### config.mk
export PLATFORM = sky130hd
export DESIGN_NAME = gpio_irq_mux
export DESIGN_NICKNAME = d
export VERILOG_FILES = /design/src/rtl/gim_pkg.sv /design/src/rtl/gim_sync.sv /design/src/rtl/gim_regs.sv /design/src/rtl/gim_channel.sv /design/src/rtl/gpio_irq_mux.sv
export SDC_FILE = /design/constraint.sdc
export NUM_CORES = 1
export LEC_CHECK = 0
export BUFFER_PORTS_ARGS = -buffer_cell sky130_fd_sc_hd__buf_2
export CAP_MARGIN = 20
export CORE_MARGIN = 4
export CORE_UTILIZATION = 60
export DETAILED_ROUTE_END_ITERATION = 16
export PLACE_DENSITY = 0.86
export RECOVER_POWER = 100
export SYNTH_ARGS = -nofsm -noshare
export SYNTH_HDL_FRONTEND = slang
export SYNTH_SLANG_ARGS = --single-unit
### constraint.sdc
create_clock -name clk -period 3.8 [get_ports clk]
set_input_delay 0.19 -clock clk [delete_from_list [all_inputs] [get_ports clk]]
set_output_delay 0.19 -clock clk [all_outputs]
set_load 0.01 [all_outputs]
### src/rtl/gim_pkg.sv
package gim_pkg;
  localparam int unsigned CH_NUM = 8;
  localparam int unsigned SEL_W  = 8;
  localparam int unsigned FLT_W  = 4;
  localparam int unsigned ADDR_W = 4;
  localparam int unsigned DATA_W = 32;
  localparam int unsigned PAD_SPAN = 1 << SEL_W;

  localparam logic [ADDR_W-1:0] OFS_TRIG   = 4'h0;
  localparam logic [ADDR_W-1:0] OFS_SEL_LO = 4'h4;
  localparam logic [ADDR_W-1:0] OFS_SEL_HI = 4'h8;
  localparam logic [ADDR_W-1:0] OFS_FILT   = 4'hC;

  // Trigger register field bases (channel n adds n)
  localparam int unsigned TRIG_EDGE_B = 0;
  localparam int unsigned TRIG_BOTH_B = 8;
  localparam int unsigned TRIG_LOW_B  = 16;

  typedef struct packed {
    logic             edge_en;
    logic             both_en;
    logic             low_pol;
    logic [SEL_W-1:0] sel;
  } ch_cfg_t;
endpackage

### src/rtl/gim_sync.sv
module gim_sync #(
  parameter int unsigned W      = 8,
  parameter int unsigned STAGES = 2
) (
  input  logic         clk,
  input  logic         rst_n,
  input  logic [W-1:0] d,
  output logic [W-1:0] q
);
  logic [STAGES-1:0][W-1:0] chain;

  always_ff @(posedge clk or negedge rst_n) begin
    if (!rst_n) begin
      chain <= '0;
    end else begin
      chain[0] <= d;
      for (int s = 1; s < STAGES; s++) begin
        chain[s] <= chain[s-1];
      end
    end
  end

  assign q = chain[STAGES-1];
endmodule

### src/rtl/gim_regs.sv
module gim_regs
  import gim_pkg::*;
(
  input  logic                           clk,
  input  logic                           rst_n,
  input  logic                           wr,
  input  logic [ADDR_W-1:0]              addr,
  input  logic [DATA_W-1:0]              wdata,
  output logic [DATA_W-1:0]              rdata,
  output ch_cfg_t [CH_NUM-1:0]           cfg_o,
  output logic [CH_NUM-1:0]              cfg_chg_o
);
  logic [CH_NUM-1:0] edge_q, both_q, low_q;
  logic [CH_NUM-1:0][SEL_W-1:0] sel_all;
  logic [CH_NUM-1:0][FLT_W-1:0] flt_all;

  logic hit_trig, hit_lo, hit_hi, hit_flt;
  assign hit_trig = wr && (addr == OFS_TRIG);
  assign hit_lo   = wr && (addr == OFS_SEL_LO);
  assign hit_hi   = wr && (addr == OFS_SEL_HI);
  assign hit_flt  = wr && (addr == OFS_FILT);

  always_ff @(posedge clk or negedge rst_n) begin
    if (!rst_n) begin
      edge_q <= '0;
      both_q <= '0;
      low_q  <= '0;
    end else if (hit_trig) begin
      edge_q <= wdata[TRIG_EDGE_B +: CH_NUM];
      both_q <= wdata[TRIG_BOTH_B +: CH_NUM];
      low_q  <= wdata[TRIG_LOW_B  +: CH_NUM];
    end
  end

  for (genvar n = 0; n < CH_NUM; n++) begin : g_ch
    localparam int unsigned FB  = (n % 4) * SEL_W;
    localparam int unsigned FFB = n * FLT_W;
    logic             my_hit;
    logic [SEL_W-1:0] sel_q;
    logic [FLT_W-1:0] flt_q;
    logic             trig_diff, sel_diff;

    if (n < 4) begin : g_lo
      assign my_hit = hit_lo;
    end else begin : g_hi
      assign my_hit = hit_hi;
    end

    always_ff @(posedge clk or negedge rst_n) begin
      if (!rst_n) begin
        sel_q <= '0;
      end else if (my_hit) begin
        sel_q <= wdata[FB +: SEL_W];
      end
    end

    always_ff @(posedge clk or negedge rst_n) begin
      if (!rst_n) begin
        flt_q <= '0;
      end else if (hit_flt) begin
        flt_q <= wdata[FFB +: FLT_W];
      end
    end

    assign trig_diff = {wdata[TRIG_EDGE_B+n], wdata[TRIG_BOTH_B+n], wdata[TRIG_LOW_B+n]}
                       != {edge_q[n], both_q[n], low_q[n]};
    assign sel_diff  = wdata[FB +: SEL_W] != sel_q;
    assign cfg_chg_o[n] = (hit_trig && trig_diff) || (my_hit && sel_diff);

    assign sel_all[n]       = sel_q;
    assign flt_all[n]       = flt_q;
    assign cfg_o[n].edge_en = edge_q[n];
    assign cfg_o[n].both_en = both_q[n];
    assign cfg_o[n].low_pol = low_q[n];
    assign cfg_o[n].sel     = sel_q;
  end

  always_comb begin
    rdata = '0;
    case (addr)
      OFS_TRIG: begin
        rdata[TRIG_EDGE_B +: CH_NUM] = edge_q;
        rdata[TRIG_BOTH_B +: CH_NUM] = both_q;
        rdata[TRIG_LOW_B  +: CH_NUM] = low_q;
      end
      OFS_SEL_LO: begin
        for (int k = 0; k < 4; k++) rdata[k*SEL_W +: SEL_W] = sel_all[k];
      end
      OFS_SEL_HI: begin
        for (int k = 0; k < 4; k++) rdata[k*SEL_W +: SEL_W] = sel_all[k+4];
      end
      OFS_FILT: begin
        for (int k = 0; k < CH_NUM; k++) rdata[k*FLT_W +: FLT_W] = flt_all[k];
      end
      default: rdata = '0;
    endcase
  end
endmodule

### src/rtl/gim_channel.sv
module gim_channel
  import gim_pkg::*;
#(
  parameter int unsigned NUM_PADS = 100
) (
  input  logic                clk,
  input  logic                rst_n,
  input  logic [NUM_PADS-1:0] pads_s,
  input  ch_cfg_t             cfg,
  input  logic                cfg_chg,
  output logic                irq_o
);
  logic [PAD_SPAN-1:0] padded;
  logic raw, cond, det, edge_mode;
  logic prev_q, armed_q, irq_q;

  // Indices past the implemented pads land on zero-extended bits
  assign padded    = PAD_SPAN'(pads_s);
  assign raw       = padded[cfg.sel];
  assign cond      = cfg.both_en ? raw : (raw ^ cfg.low_pol);
  assign edge_mode = cfg.edge_en | cfg.both_en;
  assign det       = cfg.both_en ? (cond ^ prev_q) : (cond & ~prev_q);

  always_ff @(posedge clk or negedge rst_n) begin
    if (!rst_n) begin
      prev_q  <= 1'b0;
      armed_q <= 1'b0;
      irq_q   <= 1'b0;
    end else if (cfg_chg) begin
      prev_q  <= 1'b0;
      armed_q <= 1'b0;
      irq_q   <= 1'b0;
    end else begin
      prev_q  <= cond;
      armed_q <= 1'b1;
      irq_q   <= edge_mode ? (armed_q & det) : cond;
    end
  end

  assign irq_o = irq_q;
endmodule

### src/rtl/gpio_irq_mux.sv
module gpio_irq_mux
  import gim_pkg::*;
#(
  parameter int unsigned NUM_PADS    = 100,
  parameter int unsigned SYNC_STAGES = 2
) (
  input  logic                clk,
  input  logic                rst_n,
  input  logic                reg_wr,
  input  logic [3:0]          reg_addr,
  input  logic [31:0]         reg_wdata,
  output logic [31:0]         reg_rdata,
  input  logic [NUM_PADS-1:0] pad_in,
  output logic [7:0]          irq_out
);
  ch_cfg_t [CH_NUM-1:0] cfg_w;
  logic [CH_NUM-1:0]   cfg_chg_w;
  logic [CH_NUM-1:0]   edge_en_w, both_en_w;
  logic [NUM_PADS-1:0] pads_s;

  gim_regs u_regs (
    .clk       (clk),
    .rst_n     (rst_n),
    .wr        (reg_wr),
    .addr      (reg_addr),
    .wdata     (reg_wdata),
    .rdata     (reg_rdata),
    .cfg_o     (cfg_w),
    .cfg_chg_o (cfg_chg_w)
  );

  gim_sync #(.W(NUM_PADS), .STAGES(SYNC_STAGES)) u_sync (
    .clk   (clk),
    .rst_n (rst_n),
    .d     (pad_in),
    .q     (pads_s)
  );

  for (genvar n = 0; n < CH_NUM; n++) begin : g_chan
    assign edge_en_w[n] = cfg_w[n].edge_en;
    assign both_en_w[n] = cfg_w[n].both_en;
    gim_channel #(.NUM_PADS(NUM_PADS)) u_ch (
      .clk     (clk),
      .rst_n   (rst_n),
      .pads_s  (pads_s),
      .cfg     (cfg_w[n]),
      .cfg_chg (cfg_chg_w[n]),
      .irq_o   (irq_out[n])
    );
  end
endmodule

# Word level (Yosys, flattened, before mapping)
# Cells that the tools add are included.
dict set report classes {
  magnitude_cmp 8
  eq_ne 19
  muxes 66
  bitwise_logic 48
  n_reduce_logical 29
}
# op count
set ops {}
lappend ops {{24-bit one-hot mux with 4 select lines} 1}
lappend ops {{8-bit by 9-bit less-than comparator with 1-bit output (second input constant)} 8}
lappend ops {{1-bit binary-select mux with 8-bit select} 8}
lappend ops {{8-bit inequality test} 8}
lappend ops {{1-bit 2-to-1 mux} 56}
lappend ops {{3-bit inequality test} 8}
lappend ops {{8-bit one-hot mux with 3 select lines} 1}
lappend ops {{1-bit logical AND} 20}
lappend ops {{1-bit bitwise AND} 16}
lappend ops {{1-bit XOR} 16}
lappend ops {{4-bit equality test (second input constant)} 2}
lappend ops {{1-bit logical OR} 8}
lappend ops {{1-bit NOT} 8}
lappend ops {{1-bit OR} 8}
lappend ops {{4-bit by 3-bit equality test with 1-bit output (second input constant)} 1}
lappend ops {{4-bit logical NOT} 1}
dict set report word_totals {
  register_bits 344
  inputBits 139
  output_inout_bits 40
}

# Logic depth before layout (Yosys ltp)
dict set report depth {
  ltp_word 9
  mapped_depth 14
  mapped_depth_nobuf 11
}

# Hierarchy
# From an unflattened synthesis, not the netlist that was laid out.
dict set report hier_totals {
  cells_unflattened 1580
  hier_area_um2 21396.8
}
# mod instances cells_each area_per_inst_um2
set modules_own_cells {}
lappend modules_own_cells {gim_channel 8 99 1178.6}
lappend modules_own_cells {gim_regs 1 488 6212.2}
lappend modules_own_cells {gim_sync 1 300 5755.5}

# Least setup slack after synthesis
# OpenSTA, ideal clock, no wires.
dict set report synth_path {
  path_kind {reg2reg}
  startpoint {register u_regs.g_ch[0].sel_q[0]}
  endpoint {register g_chan[0].u_ch.irq_q}
  setup_time_ns 0.120
  t_arrival_ns 2.769
  required_time_ns 3.680
  slack_ns 0.911
  stages_incl_launch_ff 11
  n_path_buf 1
  path_cell_list {dfrtp_1 -> buf_4 -> mux4_2 -> mux4_2 -> or4b_1 -> nand4_1 -> nor4_2 -> xnor2_1 -> ha_1 -> mux2i_1 -> a31o_1}
}
dict set report synth_between {
  elab_chain_len 9
  word_cells_on_any_way 13
  cone_classes {eq/ne (1); mux (6); bitwise (4); reduce/logical (2)}
}
# element line
set synth_lines {}
lappend synth_lines {{start, declared} gim_regs.sv:39} ;# logic [SEL_W-1:0] sel_q;
lappend synth_lines {{start signal, assigned} gim_regs.sv:53} ;# sel_q <= wdata[FB +: SEL_W];
lappend synth_lines {{1-bit binary-select mux with 8-bit select} gim_channel.sv:19} ;# assign raw = padded[cfg.sel];
lappend synth_lines {{1-bit 2-to-1 mux (implied by the code)} gim_channel.sv:19}
lappend synth_lines {{1-bit XOR} gim_channel.sv:20} ;# assign cond = cfg.both_en ? raw : (raw ^ cfg.low_pol);
lappend synth_lines {{1-bit 2-to-1 mux} gim_channel.sv:20}
lappend synth_lines {{1-bit bitwise AND / 1-bit XOR (equally long branches)} gim_channel.sv:22} ;# assign det = cfg.both_en ? (cond ^ prev_q) : (cond & ~prev_q);
lappend synth_lines {{1-bit 2-to-1 mux} gim_channel.sv:22}
lappend synth_lines {{1-bit bitwise AND} gim_channel.sv:36} ;# irq_q <= edge_mode ? (armed_q & det) : cond;
lappend synth_lines {{1-bit 2-to-1 mux} gim_channel.sv:36}
lappend synth_lines {{1-bit 2-to-1 mux *} gim_channel.sv:29} ;# end else if (cfg_chg) begin
lappend synth_lines {{end signal, assigned} gim_channel.sv:36}
lappend synth_lines {{end, declared} gim_channel.sv:15} ;# logic prev_q, armed_q, irq_q;
# Every way passes the cells marked *; elsewhere a longest branch is shown, timed or not. The select of a mux whose other input is x is not followed.
# A chain may end at the register's enable or synchronous reset.

# Worst setup path after layout
dict set report layout_path {
  startpoint {register u_regs.g_ch[4].sel_q[1]}
  endpoint {register g_chan[4].u_ch.irq_q}
}
dict set report layout_between {
  elab_chain_len 9
  word_cells_on_any_way 13
  cone_classes {eq/ne (1); mux (6); bitwise (4); reduce/logical (2)}
}
# element line
set layout_lines {}
lappend layout_lines {{start, declared} gim_regs.sv:39}
lappend layout_lines {{start signal, assigned} gim_regs.sv:53}
lappend layout_lines {{1-bit binary-select mux with 8-bit select} gim_channel.sv:19}
lappend layout_lines {{1-bit 2-to-1 mux (implied by the code)} gim_channel.sv:19}
lappend layout_lines {{1-bit XOR} gim_channel.sv:20}
lappend layout_lines {{1-bit 2-to-1 mux} gim_channel.sv:20}
lappend layout_lines {{1-bit bitwise AND / 1-bit XOR (equally long branches)} gim_channel.sv:22}
lappend layout_lines {{1-bit 2-to-1 mux} gim_channel.sv:22}
lappend layout_lines {{1-bit bitwise AND} gim_channel.sv:36}
lappend layout_lines {{1-bit 2-to-1 mux} gim_channel.sv:36}
lappend layout_lines {{1-bit 2-to-1 mux *} gim_channel.sv:29}
lappend layout_lines {{end signal, assigned} gim_channel.sv:36}
lappend layout_lines {{end, declared} gim_channel.sv:15}
# Marked as above.

==> results <==
- The flow ran to the end, but the final reports show violations.
- The final reports fail on capacitance limit, slew limit.
- The number of remaining DRC errors is 0.
- At the later pin of the worst-skew pair, clock insertion delay measures 520 ps.
- Entering global routing, the biggest net connects 117 pins.
- The number of different library cells used by synthesis comes to 67.
- Across the run, the number of max-cap violations was 4.
- The slowest library cell on the worst path is sky130_fd_sc_hd__dfrtp_1.
- STA puts the critical path data arrival time at 3980 ps.
- The kind of end point of the critical path is a register.
- The peak ir drop on the vdd network is 0.448 mV.
- The clock tree from TritonCTS is built.
- In this run, the number of DRC markers left after iteration 0 of detailed routing was 2,323.
- The number of antenna violations at the first check in global routing was 0.
- The timing-limited maximum frequency is 280 MHz.
- In the synthesized netlist the dominant register cell turns out to be sky130_fd_sc_hd__dfrtp_1.
- Counting both buffers and inverters, the worst setup path holds a total of 2.
- After technology mapping, the gate count stands at 1,384.
- The synthesized netlist devotes 6.46% of its cell area to compound gates.
- The clock net in this run drives a total of 344 sinks.
- The share of cells above drive strength 1 is 34.5%.
- On the final layout, the worst hold slack is 15.9 ps.
- The final max-slew violation count is 195.
- The buffer type at the clock tree root is sky130_fd_sc_hd__clkbuf_16.
- The total detailed-routing wirelength is 61.9 mm.
- The worst hold path belongs to the class primary input to register.
- The number of global-route vias before repair was 15,100.
- The net count reported at finish is 1,766.
- Setup violations remaining at the end of the flow were counted as 0.
- The post-synthesis to final-layout area growth is 17.4%.
- The number of synthesis warnings is 0.
- The sequential element share of the synthesized area is 44.3%.
- In this run the cell area of the synthesized design comes to 19,400 µm².
- The xor-xnor portion of the synthesized cell area is 4.59%.
- The setup clock skew after layout is 19.2 ps.
- The total global routing overflow is 0.
- Using the TritonRoute via totals, the vias-per-cell ratio works out to 7.10.
- The worst endpoint required time is 4210 ps.
- The clock-pin slew on the worst setup and hold paths is 60 ps.
- The number of antenna-violating nets in the routed design is 0.
- The number of endpoints with negative hold slack in the final report is 0.
- The H-tree depth is 2.
- For this design the top-level I/O count stands at 179.
- In this run the static leakage power is 0.00934 µW.
- The average cell area after synthesis is 14.0 µm².
- Fill cells in the final layout number 2,097.
- The fraction of synthesized area in multiplexers is 34.3%.
- Routability-driven placement finished with a final weighted congestion of 1.05.
- The most frequently used cell type in the post-synthesis netlist is sky130_fd_sc_hd__dfrtp_1.
- Traced cell by cell, the critical path runs through buf_4, buf_4, nor2_1, or4_1, a41o_1, a311oi_1, xnor2_1, ha_1, nand2_1, a21oi_1, a31oi_1, a211oi_1.
- The number of rows created at floorplan is 65.
- The setup total negative slack is 0 ps.
- Global routing consumed, over all layers together, 34.8% of the routing resources.
- The biggest area consumer among synthesized cells is sky130_fd_sc_hd__dfrtp_1.
- The average detailed-routed wire length per instance is 29.8 µm.
- The clock passes through at most 3 buffers.
- The commonest cells after synthesis are 344 x sky130_fd_sc_hd__dfrtp_1, 206 x sky130_fd_sc_hd__mux4_2, 128 x sky130_fd_sc_hd__mux2_2, 60 x sky130_fd_sc_hd__clkbuf_1, 58 x sky130_fd_sc_hd__mux2i_1.
- In this run the tightest slew margin relative to its limit is -61.3%.
- In the post-synthesis netlist, the biggest area contributors are sky130_fd_sc_hd__dfrtp_1 44%, sky130_fd_sc_hd__mux4_2 24%, sky130_fd_sc_hd__mux2_2 7.4%.
- After Yosys synthesis, and, or, nand and nor cells account for 5.80% of the synthesized area.
- The first-pass GRT wire length is 93.4 mm.
- Detailed routing inserted a total of 14,800 vias.
- The synthesized flop and latch total is 344.
- The post-synthesis share of cell area spent on full adders, half adders and majority gates is 0.515%.
- The top cell type's share of synthesized area is 44.3%.
- The maximum fanout along the worst path is 21.
- The kind of critical path is register to register.
- The iteration count of the initial detailed-routing pass is 6.
- The wire-length estimate of the detail-placed layout is 41.0 mm.
- STA classifies the critical path startpoint as a register.
- On the worst path, the slowest cell contributes a delay of 1030 ps.
- The area enclosed by the die boundary is 35,300 µm².
- The die width is 188 µm.
- Measured along the y axis, the die boundary spans 188 µm.
- The area of the core region is 31,800 µm².
- The setup fix buffers added after clock tree synthesis is 0.
- After synthesis, the largest family of logic cells by area is multiplexers.
- The number of buffers added by the clock tree synthesis step is 35.
- The number of buffer cells added on primary ports is 178.
- Subtracting the final worst setup slack from the clock period gives 3570 ps.
- Among the stages of the critical path, the cell type that occurs most often is sky130_fd_sc_hd__buf_4.
- The final critical path takes up 94.0% of the cycle.
- Yosys mapped a number of flops with a built-in enable equal to 0.
- For this run, asynchronously set or reset flops after synthesis account for 100%.
- The critical path's top delay family is compound AO/OA/AOI/OAI gates.
- The slew of the pin with the lowest slew margin is 2420 ps.
- Synthesis produced a netlist with a net count of 1,531.
- The power density over cell area is 571 nW/µm².
- The initial standard-cell utilization of the core is 61.1%.
- Setup repair after global routing left no endpoint under its margin.
==> cell families (layout without fill, tap and decap cells) <==
kind of cell,count (synthesis),count (layout)
multiplexers,392,392
flip-flops,344,344
AND/OR/NAND/NOR,204,204
buffers and inverters,175,433
AO/OA/AOI/OAI,159,159
XOR/XNOR,102,102
adder cells (fa/ha/maj),8,8
other,0,1
==> what timing repair did <==
action                                  CTS  global route
resized for setup                         0             0
hold buffers                            101             0
hold endpoints to repair                211             0
endpoints found under the setup margin    0             0
==> through the flow <==
stage	total power (µW)	cells	util, %	worst slack, ps	instance area [µm²]
5_1_grt	13500	2077	71.8	62.7	22800
4_1_cts	12900	2077	72.4	327	23000
3_3_place_gp	9250	1916	65.6	361	20900
3_5_place_dp	9400	1916	65.6	376	20900
6_report	13000	2078	71.8	227	22800
2_1_floorplan	7980	1384	-	911	19400
==> cell type report <==
type / instances / area, µm² / area share [%]
inverters: 36 / 135 / 0.592
well taps: 435 / 544 / 2.39
flip-flops and latches: 344 / 8610 / 37.7
clock inverters: 8 / 96.3 / 0.422
clock buffers: 52 / 1050 / 4.61
repair buffers: 337 / 2340 / 10.3
diodes: 1 / 2.50 / 0.0110
multi-input cells: 865 / 10000 / 44.0
==> registers in the layout (all words and copies together), names as in the netlist <==
| register | cells |
|---|---|
| g_chan.u_ch.armed_q | 8 |
| g_chan.u_ch.irq_o | 8 |
| g_chan.u_ch.prev_q | 8 |
| u_regs.both_q | 8 |
| u_regs.edge_q | 8 |
| u_regs.g_ch.flt_q | 32 |
| u_regs.g_ch.sel_q | 64 |
| u_regs.low_q | 8 |
| u_sync.chain | 100 |
| u_sync.q | 100 |
==> per-layer routing <==
| metal | track usage, % | wire [µm] | vias up |
|---|---|---|---|
| met5 | 0 | 0 | - |
| met4 | 15.2 | 3720 | 0 |
| met2 | 55.9 | 29200 | 1221 |
| li1 | - | - | 5809 |
| met3 | 10.4 | 8070 | 302 |
| met1 | 44.5 | 20900 | 7420 |
==> power breakdown <==
part           switching, µW  internal [µW]
Sequential               960           4150
Combinational           2060           2390
Clock                   1410           2050
==> cells in the final DEF (no fill, tap or decap), types with 15 or more instances in the layout <==
master,n
sky130_fd_sc_hd__nor2b_1,16
sky130_fd_sc_hd__dfrtp_1,341
sky130_fd_sc_hd__clkbuf_16,37
sky130_fd_sc_hd__nor2_1,33
sky130_fd_sc_hd__a22oi_1,37
sky130_fd_sc_hd__buf_4,33
sky130_fd_sc_hd__dlygate4sd3_1,101
sky130_fd_sc_hd__nand2b_1,15
sky130_fd_sc_hd__xnor2_1,57
sky130_fd_sc_hd__clkbuf_1,69
sky130_fd_sc_hd__mux2_2,126
sky130_fd_sc_hd__xor2_1,45
sky130_fd_sc_hd__buf_2,124
sky130_fd_sc_hd__nand2_1,43
sky130_fd_sc_hd__mux4_2,206
sky130_fd_sc_hd__inv_1,35
sky130_fd_sc_hd__mux2i_1,58
==> path summary, 6_finish.rpt <==
check	from	to	slack, ps	depth (start not counted)
setup reg to reg	u_regs.g_ch[4].sel_q[1]	g_chan[4].u_ch.irq_o	230	12
setup / recovery	u_regs.g_ch[4].sel_q[1]	g_chan[4].u_ch.irq_o	230	12
hold / removal	reg_wdata[30]	u_regs.g_ch[7].flt_q[2]	20	2
min in group asynchronous	rst_n	u_regs.g_ch[2].sel_q[3]	360	2
hold reg to reg	u_sync.chain[59]	u_sync.q[59]	340	0
max in group asynchronous	rst_n	u_regs.g_ch[1].sel_q[0]	600	3
Power figures use the tool's default switching activity.
